==> src/rtl/unlock_pkg.sv <==
package unlock_pkg;
  localparam int KEY_LEN  = 4;
  localparam int DATA_W   = 8;
  localparam int STEP_W   = 3;

  function automatic logic [DATA_W-1:0] key_byte(input logic [STEP_W-1:0] idx);
    case (idx)
      3'd0:    key_byte = 8'h07;
      3'd1:    key_byte = 8'h0D;
      3'd2:    key_byte = 8'h06;
      3'd3:    key_byte = 8'h12;
      default: key_byte = 8'h00;
    endcase
  endfunction
endpackage

==> src/rtl/unlock_access_decode.sv <==
module unlock_access_decode
  import unlock_pkg::*;
#(
  parameter int ADDR_W   = 3,
  parameter int KEY_PORT = 7
) (
  input  logic                  rd_stb,
  input  logic                  wr_stb,
  input  logic [ADDR_W-1:0]     addr,
  input  logic [DATA_W-1:0]     wdata,
  input  logic                  irq_en,
  input  logic [STEP_W-1:0]     step,
  output logic                  access,
  output logic                  key_hit
);
  localparam logic [ADDR_W-1:0] PORT_SEL = ADDR_W'(KEY_PORT);

  logic port_write;

  always_comb begin
    access     = rd_stb | wr_stb;
    port_write = wr_stb & ~rd_stb & (addr == PORT_SEL);
    key_hit    = port_write & ~irq_en & (wdata == key_byte(step));
  end
endmodule

==> src/rtl/unlock_seq_tracker.sv <==
module unlock_seq_tracker
  import unlock_pkg::*;
(
  input  logic              clk,
  input  logic              rst_n,
  input  logic              soft_rst,
  input  logic              access,
  input  logic              key_hit,
  output logic [STEP_W-1:0] step,
  output logic              enh
);
  localparam logic [STEP_W-1:0] LAST = STEP_W'(KEY_LEN - 1);

  logic locked;
  logic armed;

  assign armed = ~enh & ~locked;

  always_ff @(posedge clk or negedge rst_n) begin
    if (!rst_n) begin
      step   <= '0;
      locked <= 1'b0;
      enh    <= 1'b0;
    end else if (soft_rst) begin
      step   <= '0;
      locked <= 1'b0;
      enh    <= 1'b0;
    end else if (access && armed) begin
      if (!key_hit) begin
        locked <= 1'b1;
      end else if (step == LAST) begin
        enh <= 1'b1;
      end else begin
        step <= step + 1'b1;
      end
    end
  end
endmodule

==> src/rtl/mode_unlock.sv <==
module mode_unlock
  import unlock_pkg::*;
#(
  parameter int ADDR_W   = 3,
  parameter int KEY_PORT = 7
) (
  input  logic              clk,
  input  logic              rst_n,
  input  logic              soft_rst,
  input  logic              rd_stb,
  input  logic              wr_stb,
  input  logic [ADDR_W-1:0] addr,
  input  logic [7:0]        wdata,
  input  logic              irq_en,
  output logic              enh_mode
);
  logic [STEP_W-1:0] step;
  logic              access;
  logic              key_hit;

  unlock_access_decode #(.ADDR_W(ADDR_W), .KEY_PORT(KEY_PORT)) u_dec (
    .rd_stb (rd_stb),
    .wr_stb (wr_stb),
    .addr   (addr),
    .wdata  (wdata),
    .irq_en (irq_en),
    .step   (step),
    .access (access),
    .key_hit(key_hit)
  );

  unlock_seq_tracker u_trk (
    .clk     (clk),
    .rst_n   (rst_n),
    .soft_rst(soft_rst),
    .access  (access),
    .key_hit (key_hit),
    .step    (step),
    .enh     (enh_mode)
  );
endmodule

==> config.mk <==
export PLATFORM = sky130hd
export DESIGN_NAME = mode_unlock
export DESIGN_NICKNAME = d
export VERILOG_FILES = /design/src/rtl/unlock_pkg.sv /design/src/rtl/unlock_access_decode.sv /design/src/rtl/unlock_seq_tracker.sv /design/src/rtl/mode_unlock.sv
export SDC_FILE = /design/constraint.sdc
export NUM_CORES = 1
export LEC_CHECK = 0
export BUFFER_PORTS_ARGS = -buffer_cell sky130_fd_sc_hd__buf_2
export CAP_MARGIN = 5
export CORE_AREA = 2 2 39 41
export DETAILED_ROUTE_END_ITERATION = 10
export DIE_AREA = 0 0 41 43
export PLACE_DENSITY = 0.65
export SKIP_CTS_REPAIR_TIMING = 1
export SYNTH_ARGS = -nofsm -noshare
export SYNTH_HDL_FRONTEND = slang
export SYNTH_SLANG_ARGS = --single-unit
==> constraint.sdc <==
create_clock -name clk -period 5.5 [get_ports clk]
set_input_delay 0.825 -clock clk [delete_from_list [all_inputs] [get_ports clk]]
set_output_delay 0.825 -clock clk [all_outputs]
set_load 0.01 [all_outputs]
### Yosys cells after proc, flatten, opt, wreduce, memory -nomap -nowiden

Cells that the tools add are included.

| word-level totals | value |
|---|---|
| flip-flop bits (word level) | 5 |
| bits in latches | 0 |
| memory bits (writable) | 0 |
| ROM bits | 0 |
| input bits | 17 |
| output and inout bits | 1 |
| word-level logic and storage cells | 41 |
| memories kept | 0 |

| operators by class | value |
|---|---|
| add/subtract/negate cells | 1 |
| multiply operators | 0 |
| divide/modulo/power cells | 0 |
| order comparisons | 0 |
| equality and inequality tests | 7 |
| shift-type cells | 0 |
| multiplexer cells | 12 |
| bitwise logic cells | 10 |
| reduce and logical (&&, ||, !) cells | 8 |

Operator list:

| operator | count |
|---|---|
| 5-bit case mux with 4 select lines | 1 |
| 3-bit 2-to-1 mux | 4 |
| 8-bit by 5-bit equality test with 1-bit output | 1 |
| 1-bit 2-to-1 mux | 7 |
| 3-bit by 2-bit equality test with 1-bit output (second input constant) | 2 |
| 3-bit AND reduction | 2 |
| 2-bit nonzero test | 3 |
| 1-bit bitwise AND | 5 |
| 2-bit inequality test (second input constant) | 2 |
| 1-bit inverter | 4 |
| 3-bit by 1-bit adder with 3-bit output (second input constant) | 1 |
| 3-bit by 1-bit equality test with 1-bit output (second input constant) | 1 |
| 3-bit equality test (second input constant) | 1 |
| 3-bit logical NOT | 1 |
| 2-bit AND reduction | 1 |
| 1-bit logical AND | 1 |
| 1-bit bitwise OR | 1 |

### Longest topological paths before layout

| logic depth | value |
|---|---|
| word-level depth | 8 |
| gate-level depth with buffers | 8 |
| mapped depth without buffers | 7 |

### By module

From an unflattened synthesis, not the netlist that was laid out.

| second synthesis, totals | value |
|---|---|
| cell total of the unflattened synthesis | 39 |
| area total of the unflattened synthesis | 390.4 um^2 |

Modules (own cells, without submodules):

| module | instances | cells each | area each (um^2) | sequential area each (um^2) |
|---|---|---|---|---|
| unlock_seq_tracker | 1 | 24 | 271.5 | 125.1 |
| unlock_access_decode | 1 | 15 | 118.9 | 0.0 |

### Worst setup path after synthesis

Ideal clock, no wire load.

| path | value |
|---|---|
| path kind | input -> register |
| start | in irq_en |
| end | reg u_trk.step[2] |
| setup time | 128 ps |
| arrival time | 2322 ps |
| required time | 5372 ps |
| path slack | 3050 ps |
| cell stages on the path | 5 |
| path buffers | 0 |
| cells stage by stage | or4_4 nor4_2 o2111ai_2 nor2_1 mux2_1 |

| on the way | value |
|---|---|
| cells in the longest elaborated chain, start to end | 5 |

Ends and longest elaborated chain:

| element | RTL line | RTL |
|---|---|---|
| start, declared | mode_unlock.sv:14 | `input logic irq_en,` |
| 1-bit inverter | unlock_access_decode.sv:23 | `key_hit = port_write & ~irq_en & (wdata == key_byte(step));` |
| 1-bit bitwise AND (2 in a row) | unlock_access_decode.sv:23 |  |
| 2-bit nonzero test (no source line) | n/a |  |
| 3-bit AND reduction (no source line) | n/a |  |
| end signal, assigned | unlock_seq_tracker.sv:34 | `step <= step + 1'b1;` |
| end, declared | unlock_seq_tracker.sv:9 | `output logic [STEP_W-1:0] step,` |

Every way passes these cells.
A chain may end at the register's enable or synchronous reset.

### Worst setup path after layout

| path | value |
|---|---|
| start | reg u_trk.step[0] |
| end | reg u_trk.step[2] |

| on the way | value |
|---|---|
| cells in the longest elaborated chain, start to end | 6 |
| elaborated cells on any way between the ends | 15 |
| classes of those cells | 1 x add/sub; 5 x eq/ne; 5 x mux; 1 x bitwise; 3 x reduce/logical |

Ends and longest elaborated chain:

| element | RTL line | RTL |
|---|---|---|
| 3-bit by 2-bit equality test with 1-bit output (tied with other cells) | unlock_pkg.sv:7, unlock_seq_tracker.sv:31 |  |
| 5-bit case mux with 4 select lines | unlock_pkg.sv:7 | `case (idx)` |
| 8-bit by 5-bit equality test with 1-bit output | unlock_access_decode.sv:23 |  |
| 1-bit bitwise AND | unlock_access_decode.sv:23 |  |
| 2-bit nonzero test (no source line) | n/a |  |
| 3-bit AND reduction (no source line) | n/a |  |

Parallel ways exist; a longest one is shown, timed or not. The select of a mux whose other input is x is not followed.

==> reports/results.txt <==
Outcome: finished, final reports clean
CTS tree: done
Switch Pwr: 19.8 µW
Peak supply drop: 0.000117 V
Die width: 41 µm
Relative slew slack: 80.8%
Area fraction of the dominant cell type after synthesis: 25.9%
Ys async rst share: 100%
Grt ovf: 0
Layout overhead on the synthesized area: 24.9%
Primary FF master, synth: dfrtp_1
Total track usage: 9.93%
Drt via density: 4.84
WL/cell: 9.45 µm
Avg Cell Area, Syn: 9.47 µm²
Slew @ Worst Pin: 285 ps
Hpwl dp: 691 µm
Critical R2R Launch: u_trk.step[0]
Critical path startpoint category: flop
Met2 Wirelength: 368 µm
Syn Inst Count: 51
Met1 WL: 406 µm
DRT iter0 DRCs: 6
Yosys Warn Count: 0
Critical Path End Type: flop
Logic pwr share: 15.2%
Clock Latency Late Sink: 230 ps
Synth area leaders: dfrtp_1, ha_1, xor2_1, nor2_1, a21oi_1
Initial DRT Pass Iterations: 3
Post-route ant nets: 0
Detailed-route DRC error count: 0
Cell area after synthesis: 483 µm²
CTS Sinks: 5
Number of flops mapped to enable cells by yosys: 0
Slew Limit Fails: 0
Kind of critical path: reg2reg
RR Endpoint: u_trk.step[2]
Syn_nets: 73
Final WL: 822 µm
Setup Slack @ Placement: 2860 ps
DR vias: 421
Max Cap Viol: 0
Final period util: 46.1%
TritonCTS Buffers: 3
Flop2flop setup slack: 2970 ps
Leakage power: 0.000269 µW
Synth cell count leaders: dfrtp_1, ha_1, nor2_1, inv_1
# diodes: 0
CTS root buffer: clkbuf_4
Placed cells: 83
Uppermost layer routed: met3
Initial antenna violation count: 0
Post-synthesis sequential area ratio: 25.9%
Worst-path clk slew: 40 ps
First-pass GRT wire length: 1210 µm
Largest net degree at the start of global routing: 9
Final #Nets: 94
Num ports: 18
Port buffer count: 17
PD cells: 153 mW/mm²
Count of final setup violators: 0
GPL Wtd Cong: 0.719
Number of placement rows: 14
Crit Path Max Fanout: 7
Fin. Hold Viols: 0
Vias in the first global route: 311
FF-to-FF path depth: 7
RSZ-0062 raised after global routing: false
Fin cells: 87
Seq pwr share: 41.1%
Core area: 0.00138 mm²
Min Tclk post-route: 2530 ps
Die height: 43 µm
Sw frac: 21.4%
Setup crit end: u_trk.step[2]
Leading area contributor after synthesis: dfrtp_1
Skew final: 1.99 ps
CTS HTree Levels: 1
DIE AREA: 0.00176 mm²
Clock share of power: 43.7%
Setup TNS: 0 ps
Register bit total from synthesis: 5
CP startpoint: u_trk.step[0]
Distinct cells, synth: 30
Filler Cells Inserted: 142
Initial core utilization: 34.9%
Setup WS post-layout: 2970 ps
Metal3 WL: 46 µm
Worst Path Required: 5610 ps
HP Class: in2async
Fmax: 395 MHz
Max clock buf depth: 2
Pint: 72.6 µW
Worst EP arrival: 2650 ps
Layout cells sized above 1: 39.4%
[metrics by stage]
stage | hold WS (ps) | instance area [µm²] | total power (µW) | util, %
after global placement | 496 | 577 | 52.5 | 41.7
after detailed placement | 495 | 577 | 52.6 | 41.7
final | 391 | 603 | 92.3 | 43.6
after CTS | 386 | 603 | 94.6 | 43.6
after floorplan | 463 | 483 | 44.5 | -
after global routing | 394 | 603 | 97.1 | 43.6
[power groups by stage]
| stage | sequential [µW] | clock [µW] | combinational [µW] |
|---|---|---|---|
| floorplan | 38.4 | 0 | 6.10 |
| global placement | 38.4 | 0 | 14.1 |
| detailed placement | 38.4 | 0 | 14.2 |
| CTS | 37.9 | 42.5 | 14.3 |
| global route | 38.0 | 43.3 | 15.7 |
| finish | 37.9 | 40.3 | 14.1 |
[worst min path at each step]
stage / to / slack, ps / cells past startpoint
floorplan: u_trk.locked / 460 / 2
global placement: u_trk.locked / 500 / 2
detailed placement: u_trk.locked / 490 / 2
CTS: u_trk.step[0] / 390 / 1
global route: u_trk.step[0] / 390 / 1
finish: u_trk.step[0] / 390 / 1
[layout make-up]
class	count	area, µm²	share of cell area (%)
clock buffer	4	26.3	4.36
inverter	4	15.0	2.49
multi-input combinational	41	332	55.0
sequential	5	125	20.7
tap	16	20.0	3.32
timing repair buffer	17	85.1	14.1
[metal layers]
| metal | GRT usage (%) | vias up |
|---|---|---|
| met4 | 6.00 | 0 |
| met2 | 13.4 | 10 |
| met1 | 15.2 | 187 |
| li1 | - | 224 |
| met3 | 0 | 0 |
| met5 | 0 | - |
[worst max-delay path: stages (launching register included)]
cell and delay [ps]:
dfrtp_1 420, ha_1 220, ha_1 280, or4b_1 530
o22ai_1 220, o2111ai_2 180, nor2_1 220, mux2_1 350
[flip-flops by register name (all words and copies together) (netlist names)]
signal / count
u_trk.locked: 1
u_trk.step: 3
u_trk.enh: 1
[kinds of logic after synthesis]
logic type,synth area share (%)
flops,25.9
mux,4.40
simple gates,25.6
xor+xnor,7.26
compound gates,18.4
buf+inv,5.44
fa+ha+maj,13.0
[cells in the final DEF, fill, tap and decap left out, types with 2 or more instances in the layout]
cell type / instances
ha_1: 5
dfrtp_1: 5
a211oi_1: 2
inv_1: 4
clkbuf_4: 3
a21oi_1: 3
buf_2: 17
nand2b_1: 2
xor2_1: 3
nor2_1: 5
Note: power is estimated with default switching activity, not from simulation.
